[config.mk]
export PLATFORM = sky130hd
export DESIGN_NAME = scpm_bank
export DESIGN_NICKNAME = d
export VERILOG_FILES = /design/src/rtl/scpm_pkg.sv /design/src/rtl/scpm_edge_sync.sv /design/src/rtl/scpm_window.sv /design/src/rtl/scpm_channel.sv /design/src/rtl/scpm_bank.sv
export SDC_FILE = /design/constraint.sdc
export NUM_CORES = 1
export LEC_CHECK = 0
export BUFFER_PORTS_ARGS = -buffer_cell sky130_fd_sc_hd__buf_2
export CORE_AREA = 4 4 138 140
export DETAILED_ROUTE_END_ITERATION = 10
export DIE_AREA = 0 0 142 144
export PLACE_DENSITY = 0.83
export SLEW_MARGIN = 10
export SYNTH_ARGS = -nofsm -noshare
export SYNTH_HDL_FRONTEND = slang
export SYNTH_SLANG_ARGS = --single-unit
[constraint.sdc]
create_clock -name clk -period 4.45 [get_ports clk]
set_clock_uncertainty 0.1 [all_clocks]
set_input_delay 0.2225 -clock clk [delete_from_list [all_inputs] [get_ports clk]]
set_output_delay 0.2225 -clock clk [all_outputs]
set_load 0.01 [all_outputs]
[src/rtl/scpm_pkg.sv]
package scpm_pkg;
    typedef enum logic [1:0] {
        ST_IDLE    = 2'd0,
        ST_ARM     = 2'd1,
        ST_MEASURE = 2'd2,
        ST_LOST    = 2'd3
    } scpm_state_e;
endpackage

[src/rtl/scpm_edge_sync.sv]
module scpm_edge_sync #(
    parameter int SYNC_STAGES = 2
) (
    input  logic clk,
    input  logic rst_n,
    input  logic async_in,
    output logic rise_o
);
    logic [SYNC_STAGES-1:0] chain_q;
    logic                   prev_q;

    always_ff @(posedge clk or negedge rst_n) begin
        if (!rst_n) begin
            chain_q <= '0;
            prev_q  <= 1'b0;
        end else begin
            chain_q <= {chain_q[SYNC_STAGES-2:0], async_in};
            prev_q  <= chain_q[SYNC_STAGES-1];
        end
    end

    assign rise_o = chain_q[SYNC_STAGES-1] & ~prev_q;

    AST_RISE_SINGLE: assert property (@(posedge clk) disable iff (!rst_n)
        rise_o |=> !rise_o);
endmodule

[src/rtl/scpm_window.sv]
module scpm_window #(
    parameter int CNT_W = 16
) (
    input  logic [CNT_W-1:0] count_i,
    input  logic [CNT_W-1:0] nominal_i,
    output logic             too_short_o,
    output logic             too_long_o
);
    localparam int EW = CNT_W + 2;

    logic [EW-1:0] twice_cnt;
    logic [EW-1:0] once_nom;
    logic [EW-1:0] thrice_nom;

    always_comb begin
        twice_cnt   = {1'b0, count_i, 1'b0};
        once_nom    = {2'b00, nominal_i};
        thrice_nom  = once_nom + {1'b0, nominal_i, 1'b0};
        too_short_o = twice_cnt < once_nom;
        too_long_o  = twice_cnt > thrice_nom;
    end
endmodule

[src/rtl/scpm_channel.sv]
module scpm_channel
    import scpm_pkg::*;
#(
    parameter int CNT_W = 16,
    parameter int RUN_W = 4
) (
    input  logic             clk,
    input  logic             rst_n,
    input  logic             ref_i,
    input  logic             en_i,
    input  logic [CNT_W-1:0] nominal_i,
    input  logic [RUN_W-1:0] good_run_i,
    output logic             fail_o,
    output logic [CNT_W-1:0] period_o
);
    scpm_state_e      state_q, state_d;
    logic [CNT_W-1:0] cnt_q;
    logic [CNT_W-1:0] last_q;
    logic             fail_q;
    logic [RUN_W-1:0] good_q;
    logic [RUN_W:0]   good_next;
    logic [RUN_W:0]   run_eff;
    logic             rise;
    logic             active;
    logic             too_short;
    logic             too_long;

    scpm_edge_sync #(.SYNC_STAGES(2)) u_edge (
        .clk      (clk),
        .rst_n    (rst_n),
        .async_in (ref_i),
        .rise_o   (rise)
    );

    scpm_window #(.CNT_W(CNT_W)) u_win (
        .count_i     (cnt_q),
        .nominal_i   (nominal_i),
        .too_short_o (too_short),
        .too_long_o  (too_long)
    );

    assign active    = en_i && (nominal_i != '0);
    assign good_next = {1'b0, good_q} + 1'b1;
    // a run length of zero behaves as a run of one
    assign run_eff   = (good_run_i == '0) ? {{RUN_W{1'b0}}, 1'b1} : {1'b0, good_run_i};

    // next-state selection
    always_comb begin
        state_d = state_q;
        if (!active) begin
            state_d = ST_IDLE;
        end else begin
            unique case (state_q)
                ST_IDLE:    state_d = ST_ARM;
                ST_ARM:     if (rise) state_d = ST_MEASURE;
                ST_MEASURE: if (!rise && too_long) state_d = ST_LOST;
                ST_LOST:    if (rise) state_d = ST_MEASURE;
                default:    state_d = ST_IDLE;
            endcase
        end
    end

    // state register
    always_ff @(posedge clk or negedge rst_n) begin
        if (!rst_n) state_q <= ST_IDLE;
        else        state_q <= state_d;
    end

    // counter, verdict and outputs
    always_ff @(posedge clk or negedge rst_n) begin
        if (!rst_n) begin
            cnt_q  <= '0;
            last_q <= '0;
            fail_q <= 1'b0;
            good_q <= '0;
        end else if (!active) begin
            cnt_q  <= '0;
            fail_q <= 1'b0;
            good_q <= '0;
        end else begin
            unique case (state_q)
                ST_IDLE: begin
                    cnt_q  <= '0;
                    good_q <= '0;
                end
                ST_ARM, ST_LOST: begin
                    if (rise) cnt_q <= {{(CNT_W-1){1'b0}}, 1'b1};
                end
                ST_MEASURE: begin
                    if (rise) begin
                        cnt_q  <= {{(CNT_W-1){1'b0}}, 1'b1};
                        last_q <= cnt_q;
                        if (too_short || too_long) begin
                            fail_q <= 1'b1;
                            good_q <= '0;
                        end else if (good_next >= run_eff) begin
                            fail_q <= 1'b0;
                            good_q <= '0;
                        end else begin
                            good_q <= good_next[RUN_W-1:0];
                        end
                    end else if (too_long) begin
                        fail_q <= 1'b1;
                        good_q <= '0;
                    end else if (cnt_q != '1) begin
                        cnt_q <= cnt_q + 1'b1;
                    end
                end
                default: cnt_q <= '0;
            endcase
        end
    end

    assign fail_o   = fail_q;
    assign period_o = last_q;

    AST_IDLE_NO_FAIL: assert property (@(posedge clk) disable iff (!rst_n)
        !active |=> !fail_q);
    AST_FAIL_FROM_MEASURE: assert property (@(posedge clk) disable iff (!rst_n)
        $rose(fail_q) |-> ($past(state_q) == ST_MEASURE));
    AST_CLEAR_ON_EDGE: assert property (@(posedge clk) disable iff (!rst_n)
        $fell(fail_q) |-> ($past(!active) || ($past(rise) && $past(state_q) == ST_MEASURE)));
    AST_PERIOD_ON_JUDGE: assert property (@(posedge clk) disable iff (!rst_n)
        !$stable(last_q) |-> ($past(rise) && $past(state_q) == ST_MEASURE));
endmodule

[src/rtl/scpm_bank.sv]
module scpm_bank #(
    parameter int NUM_REFS = 3,
    parameter int CNT_W    = 16,
    parameter int RUN_W    = 4
) (
    input  logic                      clk,
    input  logic                      rst_n,
    input  logic [NUM_REFS-1:0]       ref_in,
    input  logic [NUM_REFS-1:0]       mon_en,
    input  logic [NUM_REFS*CNT_W-1:0] nominal_flat,
    input  logic [RUN_W-1:0]          good_run,
    output logic [NUM_REFS-1:0]       fail_o,
    output logic [NUM_REFS*CNT_W-1:0] period_flat
);
    for (genvar g = 0; g < NUM_REFS; g++) begin : g_chan
        scpm_channel #(.CNT_W(CNT_W), .RUN_W(RUN_W)) u_chan (
            .clk        (clk),
            .rst_n      (rst_n),
            .ref_i      (ref_in[g]),
            .en_i       (mon_en[g]),
            .nominal_i  (nominal_flat[g*CNT_W +: CNT_W]),
            .good_run_i (good_run),
            .fail_o     (fail_o[g]),
            .period_o   (period_flat[g*CNT_W +: CNT_W])
        );
    end
endmodule

==> summary.txt <==
STA
  • Total negative setup slack: 0 ns
  • # setup viols final: 0
  • Hold Fails Final Rpt: 0
  • Relative slew margins: 0.230
  • RSZ-0062 raised after global routing: no
  • Crit path time final: 4.17 ns
  • Least-Margin Pin Slew: 1.15 ns
  • FMAX: 240 MHz
  • PnR worst setup slack: 0.278 ns
  • Tcrit/Tclk final: 0.937
  • Max Slew Vio Count: 0

Floorplanning
  • I/O Pins: 111
  • Die area: 0.0204 sq mm
  • Core ar.: 0.0178 sq mm
  • # rows: 49
  • Initial core utilization: 0.609
  • Die W: 142 microns
  • Vert. Die Dim: 144 microns

Routing
  • Drt first-iter violations: 615
  • Final antenna-violating net count: 0
  • DR vias: 9585
  • Routed wire length per instance: 16.8 microns
  • DR DRC count: 0
  • Vias per cell: 6.12
  • Final WL: 26.4 mm
  • Detailed Routing Iterations Pass 1: 5

Synthesis
  • Synthesized instance count: 1185
  • Number of synthesized register bits: 126
  • Ys Warns: 0
  • Synth async-reset ratio: 1.00
  • Avg Synthesized Cell Area: 9.17 sq um
  • Post-synthesis cell area: 0.0109 sq mm
  • Post-synth top flop: dfrtp_1
  • Unique cell type count in the Yosys netlist: 75
  • Post-synthesis sequential area ratio: 0.290
  • EDFF count, synth: 0
  • Most numerous cell in the Yosys netlist: ha_1
  • Synth cell count leaders: ha_1 (180), dfrtp_1 (126), nand2_1 (86), inv_1 (79), o21ai_0 (66)
  • Area leader, netlist: dfrtp_1
  • Synth area leaders: dfrtp_1 (29%), ha_1 (21%), mux2_2 (4.5%)
  • Synth top area share: 0.290
  • Syn nets: 1428

Power
  • Leak pwr: 6.35 nW
  • Cell Pwr Density: 256 mW/mm^2
  • Worst vdd ir: 0.274 mV

Placed design
  • GPL Wtd Cong: 0.933
  • DP HPWL: 20.4 mm
  • Pre-CTS setup slack: -0.0686 ns
  • IO buf count: 110

Outcome
  • Outcome: finished, final reports clean

Worst setup path
  • CP Data Required Time: 4.66 ns
  • Setup crit end kind: flip-flop
  • Startpoint types: input pin
  • Worst endpoint data arrival time: 4.38 ns
  • CP Class: in2reg
  • Max FO, Critical Path: 15

GRT
  • First-pass GRT wire length: 44.3 mm
  • Vias in the first global route: 9536
  • Initial antenna violation count: 0
  • All-Layer GR Usage: 0.262
  • Pin count of the biggest net entering global routing: 74
  • Total grt overflow: 0

Clock tree
  • CTS max path bufs: 2
  • Clock sinks: 126
  • Htree depth: 4
  • CTS tree: done
  • CTS buffer count: 17
  • Clk slew on worst S/H paths: 0.06 ns
  • Clk_lat worst skew: 0.42 ns
  • Setup Buffers After CTS: 0
  • Root Buffer: clkbuf_16

Layout
  • Filler Cell Count: 1382
  • Reg area: 0.00315 sq mm
  • Area of the multi-input gates: 0.00729 sq mm
  • Fin nets: 1569
  • Area growth from synthesis to layout: 14.4%
  • Fraction of layout cells with a size suffix above 1: 0.189
  • Antenna Cells: 0

Run
  • Max cap viols: 0

Hold path
  • Worst min path class: in2reg
==> through the flow <==
step / hold slack (ns) / power, W / utilization / instance area, sq um / instances
2_1_floorplan: -0.173 / 0.00166 / - / 10900 / 1185
6_report: 0.126 / 0.00318 / 0.697 / 12400 / 1567
3_3_place_gp: 0.187 / 0.00185 / 0.663 / 11800 / 1532
5_1_grt: 0.136 / 0.00333 / 0.697 / 12400 / 1567
4_1_cts: 0.115 / 0.00319 / 0.697 / 12400 / 1567
3_5_place_dp: 0.191 / 0.00188 / 0.663 / 11800 / 1532
==> cell type report <==
| class | count | area share |
|---|---|---|
| multi-input cells | 955 | 0.587 |
| flip-flops and latches | 126 | 0.254 |
| repair buffers | 147 | 0.0679 |
| clock buffers | 18 | 0.0353 |
| inverters | 79 | 0.0238 |
| well taps | 229 | 0.0230 |
| clock inverters | 13 | 0.00966 |
==> metal layers <==
metal / part of all wire / global-route usage
met2: 0.47 / 0.448
met4: 0.025 / 0.0924
met1: 0.44 / 0.342
met5: 0 / 0
met3: 0.059 / 0.0380
==> where the power goes <==
part           switching [W]  total [W]  internal [W]
clock               0.000531    0.00131      0.000779
sequential         0.0000265    0.00119       0.00117
combinational       0.000390   0.000676      0.000287
total               0.000947    0.00318       0.00223
==> state kept, by name, indices dropped and copies added, names as in the netlist <==
signal / cells
g_chan.u_chan.good_q: 12
g_chan.u_chan.fail_o: 3
g_chan.u_chan.state_q: 6
g_chan.u_chan.u_edge.prev_q: 3
g_chan.u_chan.u_edge.chain_q: 6
g_chan.u_chan.period_o: 48
g_chan.u_chan.cnt_q: 48
==> path summary, 6_finish.rpt <==
check / start / to / slack [ns] / cells after the start
worst max-delay path: nominal_flat[33] / g_chan[2].u_chan.cnt_q[4]$_DFFE_PN0P_ / 0.28 / 19
worst min-delay path: mon_en[0] / g_chan[0].u_chan.state_q[0]$_DFFE_PN0P_ / 0.13 / 3
worst max register to register: g_chan[0].u_chan.cnt_q[4]$_DFFE_PN0P_ / g_chan[0].u_chan.cnt_q[4]$_DFFE_PN0P_ / 1.51 / 10
worst min register to register: g_chan[0].u_chan.u_edge.chain_q[0]$_DFF_PN0_ / g_chan[0].u_chan.u_edge.chain_q[1]$_DFF_PN0_ / 0.25 / 0
max in group asynchronous: rst_n / g_chan[2].u_chan.period_o[6]$_DFFE_PN0P_ / 2.81 / 3
min in group asynchronous: rst_n / g_chan[0].u_chan.period_o[6]$_DFFE_PN0P_ / 0.27 / 2
==> repair_timing <==
action                                  CTS  global route
endpoints found under the setup margin    0             2
resized for setup                         0             1
hold endpoints to repair                 75             0
hold buffers                              4             0
==> cell usage in the layout, fill, tap and decap left out, types with 5 or more instances in the layout <==
cell and n:
buf_4 33, a31o_2 6, o21bai_1 10, nor4_1 8, o21ai_1 11, o311ai_0 5, inv_1 79, a21o_1 31
a211oi_1 12, nand2b_1 21, or2_2 5, a21oi_1 61, o41ai_1 5, o211ai_1 19, xor2_1 26, a211o_1 5
ha_1 180, nor2_1 63, nor2b_1 15, a31oi_1 10, or3_1 18, nor3_1 22, and3_1 10, o21ai_0 65
clkbuf_16 17, o21a_1 16, o31ai_1 6, clkinv_4 6, and2_1 5, a22o_1 6, nand2_1 86, nand3_1 53
xnor2_1 33, dfrtp_1 126, or4_1 8, buf_2 109, nand4_1 28, mux2_2 43
==> critical path: stages <==
cell	delay, ns
buf_2	0.14
ha_1	0.22
fa_1	0.43
a211o_1	0.29
o211ai_1	0.14
a21oi_1	0.15
o21a_2	0.27
a21o_1	0.18
a21oi_1	0.17
xor2_1	0.09
ha_1	0.32
nand4_1	0.12
nor3_1	0.35
o31ai_1	0.13
nand3_1	0.10
o211ai_1	0.20
o21ai_4	0.43
nor2_1	0.13
a221o_1	0.30
==> kinds of logic (layout without fill, tap and decap cells) <==
group	count (synthesis)	after routing	share of synthesized area
simple gates	356	356	0.168
xor+xnor	59	59	0.0475
buf+inv	104	257	0.0393
flops	126	126	0.290
compound gates	312	312	0.196
fa+ha+maj	183	183	0.213
mux	45	45	0.0464
Note: power is estimated with default switching activity, not from simulation.
